===== src/rtl/pvlan_pkg.sv =====
package pvlan_pkg;
  localparam int unsigned NPORTS    = 9;
  localparam int unsigned PORT_W    = 4;
  localparam int unsigned MASK_W    = 16;
  localparam int unsigned MGMT_PORT = 8;
  localparam logic [7:0] PG_CTRL    = 8'h00;
  localparam logic [7:0] PG_MASK    = 8'h31;
  localparam logic [7:0] OFF_MODE   = 8'h0B;
  localparam int unsigned MODE_FWD_BIT = 1;
  localparam int unsigned CTL_RXBLK = 0;
  localparam int unsigned CTL_TXBLK = 1;
  localparam int unsigned CTL_BC    = 2;
  localparam int unsigned CTL_MC    = 3;
  localparam int unsigned CTL_UC    = 4;

  typedef enum logic [1:0] {
    CLS_UNI   = 2'd0,
    CLS_MULTI = 2'd1,
    CLS_BCAST = 2'd2,
    CLS_RSVD  = 2'd3
  } frame_class_e;
endpackage


===== src/rtl/pvlan_cfg_regs.sv =====
module pvlan_cfg_regs
  import pvlan_pkg::*;
#(
  parameter int unsigned N  = NPORTS,
  parameter int unsigned MW = MASK_W
) (
  input  logic                clk,
  input  logic                rst,
  input  logic                we,
  input  logic [7:0]          page,
  input  logic [7:0]          off,
  input  logic [7:0]          wdata,
  output logic [N-1:0][MW-1:0] masks,
  output logic [N-1:0][7:0]   ctls,
  output logic                fwd_en
);
  localparam int unsigned MB = MW / 8;

  logic [7:0] mode_q;

  for (genvar p = 0; p < N; p++) begin : g_port
    for (genvar b = 0; b < MB; b++) begin : g_byte
      logic hit;
      assign hit = we && page == PG_MASK && off == 8'(p * MB + b);
      always_ff @(posedge clk) begin
        if (rst) masks[p][b*8 +: 8] <= (b == 0) ? 8'hFF : ((b == 1) ? 8'h01 : 8'h00);
        else if (hit) masks[p][b*8 +: 8] <= wdata;
      end
    end
    logic chit;
    assign chit = we && page == PG_CTRL && off == 8'(p);
    always_ff @(posedge clk) begin
      if (rst) ctls[p] <= 8'h00;
      else if (chit) ctls[p] <= wdata;
    end
  end

  always_ff @(posedge clk) begin
    if (rst) mode_q <= 8'h00;
    else if (we && page == PG_CTRL && off == OFF_MODE) mode_q <= wdata;
  end
  assign fwd_en = mode_q[MODE_FWD_BIT];

  AST_RESET_MODE: assert property (@(posedge clk) $past(rst) |-> !fwd_en);
  AST_MODE_HOLD: assert property (@(posedge clk) disable iff (rst)
    !(we && page == PG_CTRL && off == OFF_MODE) |=> $stable(fwd_en));
endmodule


===== src/rtl/pvlan_decide.sv =====
module pvlan_decide
  import pvlan_pkg::*;
#(
  parameter int unsigned N  = NPORTS,
  parameter int unsigned MW = MASK_W,
  parameter int unsigned PW = PORT_W,
  parameter int unsigned MG = MGMT_PORT
) (
  input  logic [N-1:0][MW-1:0] masks,
  input  logic [N-1:0][7:0]   ctls,
  input  logic                fwd_en,
  input  logic [PW-1:0]       port,
  input  logic [N-1:0]        cand,
  input  logic [1:0]          cls,
  output logic [N-1:0]        egress,
  output logic                drop
);
  logic [N-1:0] tx_ok;
  logic [N-1:0] self_bit;
  logic [N-1:0] row_mask;
  logic         port_ok, rx_blk, class_ok;
  logic [N-1:0] raw;

  for (genvar p = 0; p < N; p++) begin : g_tx
    assign tx_ok[p]    = ~ctls[p][CTL_TXBLK];
    assign self_bit[p] = (32'(port) == p);
  end

  assign port_ok = 32'(port) < N;

  always_comb begin
    row_mask = '0;
    rx_blk   = 1'b0;
    for (int p = 0; p < N; p++) begin
      if (self_bit[p]) begin
        row_mask = masks[p][N-1:0];
        rx_blk   = ctls[p][CTL_RXBLK];
      end
    end
  end

  always_comb begin
    class_ok = 1'b1;
    if (32'(port) == MG) begin
      case (frame_class_e'(cls))
        CLS_UNI:   class_ok = ctls[MG][CTL_UC];
        CLS_MULTI: class_ok = ctls[MG][CTL_MC];
        CLS_BCAST: class_ok = ctls[MG][CTL_BC];
        default:   class_ok = 1'b0;
      endcase
    end
  end

  assign raw = cand & row_mask & tx_ok & ~self_bit;

  always_comb begin
    drop = !fwd_en || !port_ok || rx_blk || !class_ok || raw == '0;
    egress = drop ? '0 : raw;
  end
endmodule


===== src/rtl/pvlan_egress_filter.sv =====
module pvlan_egress_filter
  import pvlan_pkg::*;
#(
  parameter int unsigned N  = NPORTS,
  parameter int unsigned MW = MASK_W,
  parameter int unsigned PW = PORT_W
) (
  input  logic         clk,
  input  logic         rst,
  input  logic         cfg_we,
  input  logic [7:0]   cfg_page,
  input  logic [7:0]   cfg_off,
  input  logic [7:0]   cfg_wdata,
  input  logic         req_valid,
  input  logic [PW-1:0] req_port,
  input  logic [N-1:0] req_cand,
  input  logic [1:0]   req_class,
  output logic         dec_valid,
  output logic [N-1:0] dec_egress,
  output logic         dec_drop
);
  logic [N-1:0][MW-1:0] masks;
  logic [N-1:0][7:0]    ctls;
  logic                 fwd_en;
  logic [N-1:0]         egr_c;
  logic                 drop_c;

  pvlan_cfg_regs #(.N(N), .MW(MW)) u_regs (
    .clk(clk), .rst(rst), .we(cfg_we), .page(cfg_page), .off(cfg_off),
    .wdata(cfg_wdata), .masks(masks), .ctls(ctls), .fwd_en(fwd_en)
  );

  pvlan_decide #(.N(N), .MW(MW), .PW(PW)) u_dec (
    .masks(masks), .ctls(ctls), .fwd_en(fwd_en), .port(req_port),
    .cand(req_cand), .cls(req_class), .egress(egr_c), .drop(drop_c)
  );

  always_ff @(posedge clk) begin
    if (rst) begin
      dec_valid  <= 1'b0;
      dec_egress <= '0;
      dec_drop   <= 1'b0;
    end else begin
      dec_valid <= req_valid;
      if (req_valid) begin
        dec_egress <= egr_c;
        dec_drop   <= drop_c;
      end
    end
  end

  AST_LATENCY: assert property (@(posedge clk) disable iff (rst)
    req_valid |=> dec_valid);
  AST_NO_SPURIOUS: assert property (@(posedge clk) disable iff (rst)
    !req_valid |=> !dec_valid);
  AST_DROP_EMPTY: assert property (@(posedge clk) disable iff (rst)
    dec_valid && dec_drop |-> dec_egress == '0);
  AST_NO_SELF: assert property (@(posedge clk) disable iff (rst)
    req_valid && 32'(req_port) < N |=> dec_egress[$past(req_port)] == 1'b0);
  AST_FWD_OFF: assert property (@(posedge clk) disable iff (rst)
    req_valid && !fwd_en |=> dec_drop);
  AST_SUBSET: assert property (@(posedge clk) disable iff (rst)
    req_valid |=> (dec_egress & ~$past(req_cand)) == '0);
endmodule


===== config.mk =====
export PLATFORM = sky130hd
export DESIGN_NAME = pvlan_egress_filter
export DESIGN_NICKNAME = d
export VERILOG_FILES = /design/src/rtl/pvlan_pkg.sv /design/src/rtl/pvlan_cfg_regs.sv /design/src/rtl/pvlan_decide.sv /design/src/rtl/pvlan_egress_filter.sv
export SDC_FILE = /design/constraint.sdc
export NUM_CORES = 1
export LEC_CHECK = 0
export ABC_AREA = 1
export CAP_MARGIN = 20
export CORE_ASPECT_RATIO = 1.1
export CORE_UTILIZATION = 30
export CTS_CLUSTER_DIAMETER = 100
export DETAILED_ROUTE_END_ITERATION = 8
export GPL_TIMING_DRIVEN = 0
export SLEW_MARGIN = 5
export SYNTH_ARGS = -nofsm -noshare
export SYNTH_HDL_FRONTEND = slang
export SYNTH_SLANG_ARGS = --single-unit

===== constraint.sdc =====
create_clock -name clk -period 2.5 [get_ports clk]
set_input_delay 0.25 -clock clk [delete_from_list [all_inputs] [get_ports clk]]
set_output_delay 0.25 -clock clk [all_outputs]
set_load 0.1 [all_outputs]

==> summary.txt <==
Status
  • Status: finished clean

Finish
  • Share of layout cells above drive strength 1: 4.57%
  • Fillers: 1,731
  • Final instance area: 6150 um^2
  • Layout net count: 807
  • Most frequent cells in the layout: nand2_1, dfxtp_1, o211ai_1, nor2_1, clkdlybuf4s50_1
  • Commonest non-fill, non-tap cell in the layout: nand2_1
  • Area Growth Syn to Fin: 20.3%
  • Ant diodes: 0

Timing
  • RSZ-0062 raised after global routing: false
  • Fin. Hold Viols: 0
  • Tmin final: 2.39 ns
  • Fin crit share: 95.7%
  • Final clock skew: 0.00722 ns
  • Fmax: 418 MHz
  • Relative slew slack: 34.5%
  • Final hold slack: 0.420 ns
  • Final setup vio count: 0
  • Slew @ Worst Pin: 0.979 ns
  • Final Slew Violations: 0

Die
  • Die height: 139 um
  • Initial core utilization: 31.0%
  • Die area: 17,600 um^2
  • Die Wd: 126 um
  • Cell Rows: 49
  • Core area: 16,500 um^2
  • Top-Level Pins: 54

Drt
  • Vias: 4,986
  • Remaining antenna violation count: 0
  • First-pass iteration count of the detailed router: 5
  • WL per Instance: 16.3 um
  • Final WL: 15,800 um
  • Vias/cell: 5.14
  • DRC: 0
  • Initial DRC Count: 526

Critical path
  • Crit. End Element: flop
  • Critical Path Start Type: primary input
  • Crit path max fanout: 10
  • WS Path Type: primary input to flop
  • R2r startpoint: u_regs.masks[4]
  • Arr. time, crit path: 2.63 ns
  • Worst path required time: 2.73 ns
  • CP startpoint: req_port[1]

Clock tree
  • Skew-Pair Late Insertion Delay: 0.36 ns
  • Clock Path Buffers: 2
  • Total CTS buffers: 9
  • Sink Count: 111
  • Clock transition at path regs: 0.07 ns
  • TritonCTS clock tree: done
  • Postcts setup bufs: 0
  • H-tree depth: 3
  • Root Buffer: clkbuf_16
  • # hold bufs at CTS: 0

Logic synthesis
  • Dominant cells by area after synthesis: dfxtp_1, nand2_1, o211ai_1
  • Yosys synthesis warning count: 0
  • Mapped cell area: 5110 um^2
  • Mapped Cells: 701
  • Syn Area/Cell: 7.29 um^2
  • Cell taking the most area after synthesis: dfxtp_1
  • Syn Nets: 744
  • Post-synth top area share: 43.5%
  • Distinct cells, synth: 33
  • Register area share after synthesis: 43.5%
  • Flops & latches, synth: 111

Global route
  • Total gr overflow: 0
  • Antenna violations before repair: 0
  • First-pass GRT wire length: 24,800 um
  • Largest net degree at the start of global routing: 16
  • Number of global-route vias before repair: 4,502
  • Total track usage: 18.3%

Power
  • Internal power: 2.59 mW
  • Power Density: 571 nW/um^2
  • Peak supply drop: 0.305 mV
  • NetSw: 916 uW
  • Leak pwr: 2.79 nW
  • Reg power frac: 50.6%
  • Sw Share: 26.1%
  • Logic pwr share: 11.4%
  • Clock power frac: 37.9%

Place
  • # port buffers: 52
  • Area after DPL: 5880 um^2
  • DP HPWL: 11,700 um
  • Routability cong.: 0.876

Hold path
  • Worst hold start: rst
  • HP Class: primary input to flop

Job
  • Max cap viols: 0
cell usage after synthesis (all sizes together):
library cell and number:
nand4 14, nand3 40, a21oi 18, o22ai 1
o311ai 4, o2111a 1, nor4 3, o21ai 21
nand2 203, a211oi 16, inv 50, clkbuf 24
clkinv 12, buf 6, o311a 1, o211ai 75
nor2 75, dfxtp 111, or2 7, o211a 6
nor3 11, nor3b 1, and3 1
critical path, cell delays in order:
cell	delay (ns)
clkdlybuf4s50_1	0.50
nor2_2	0.42
nand3_2	0.33
buf_6	0.25
o211a_1	0.21
nand2_1	0.09
nand2_1	0.06
nor2_1	0.11
nand3_1	0.11
nand2_2	0.18
a21oi_1	0.09
final cells by class:
cell class	count	area, um^2	area share, %
Multi-Input combinational cell	498	2520	41.1
Timing Repair Buffer	52	520	8.47
Sequential cell	111	2220	36.2
Buffer	30	134	2.18
Clock inverter	1	7.51	0.122
Inverter	62	236	3.85
Tap cell	204	255	4.15
Clock buffer	12	246	4.01
routing by layer:
metal  routed length [um]  track usage [%]
met1                 7370             24.8
met2                 7270             29.2
met3                  840             2.93
met4                  332             7.10
met5                    0                0
through the flow:
| stage | power (mW) | worst slack (ns) | std cells | utilization [%] | TNS (ns) |
|---|---|---|---|---|---|
| after detailed placement | 2.21 | -0.312 | 957 | 35.7 | -3.07 |
| final | 3.51 | 0.108 | 970 | 37.3 | 0 |
| after CTS | 3.52 | 0.0597 | 970 | 37.2 | 0 |
| after global placement | 2.22 | -0.282 | 957 | 35.7 | -2.85 |
| after global routing | 3.62 | 0.00511 | 970 | 37.3 | 0 |
| after floorplan | 2.03 | 0.877 | 701 | - | 0 |
sequential cells by signal, indices dropped and copies added (netlist names):
register and count:
dec_drop 1, dec_egress 9, dec_valid 1, u_regs.ctls 21, u_regs.masks 78, u_regs.mode_q 1
power groups by stage:
| stage | Clock, mW | Combinational (mW) | Sequential, mW |
|---|---|---|---|
| after global placement | 0 | 0.402 | 1.82 |
| final | 1.33 | 0.401 | 1.77 |
| after global routing | 1.42 | 0.431 | 1.77 |
| after CTS | 1.34 | 0.401 | 1.77 |
| after detailed placement | 0 | 0.399 | 1.82 |
| after floorplan | 0 | 0.178 | 1.85 |
worst paths after layout:
path | end | slack (ns) | depth (start not counted)
worst min register to register | u_regs.masks[97] | 0.47 | 2
worst max register to register | dec_egress[0] | 0.79 | 12
worst max-delay path | dec_egress[0] | 0.11 | 11
worst min-delay path | dec_drop | 0.42 | 4
repair_timing:
item / in CTS / in global routing
resized for setup: 0 / 4
endpoints found under the hold margin: 0 / 0
setup endpoints to repair: 0 / 10
cells by family (layout without fill, tap and decap cells):
logic type	Yosys count	count (layout)	share of synthesized area [%]
AOI/OAI and AO/OA	143	143	19.6
and+or+nand+nor	355	355	29.7
buffers and inverters	92	157	7.18
DFF	111	111	43.5
Note: power is estimated with default switching activity, not from simulation.
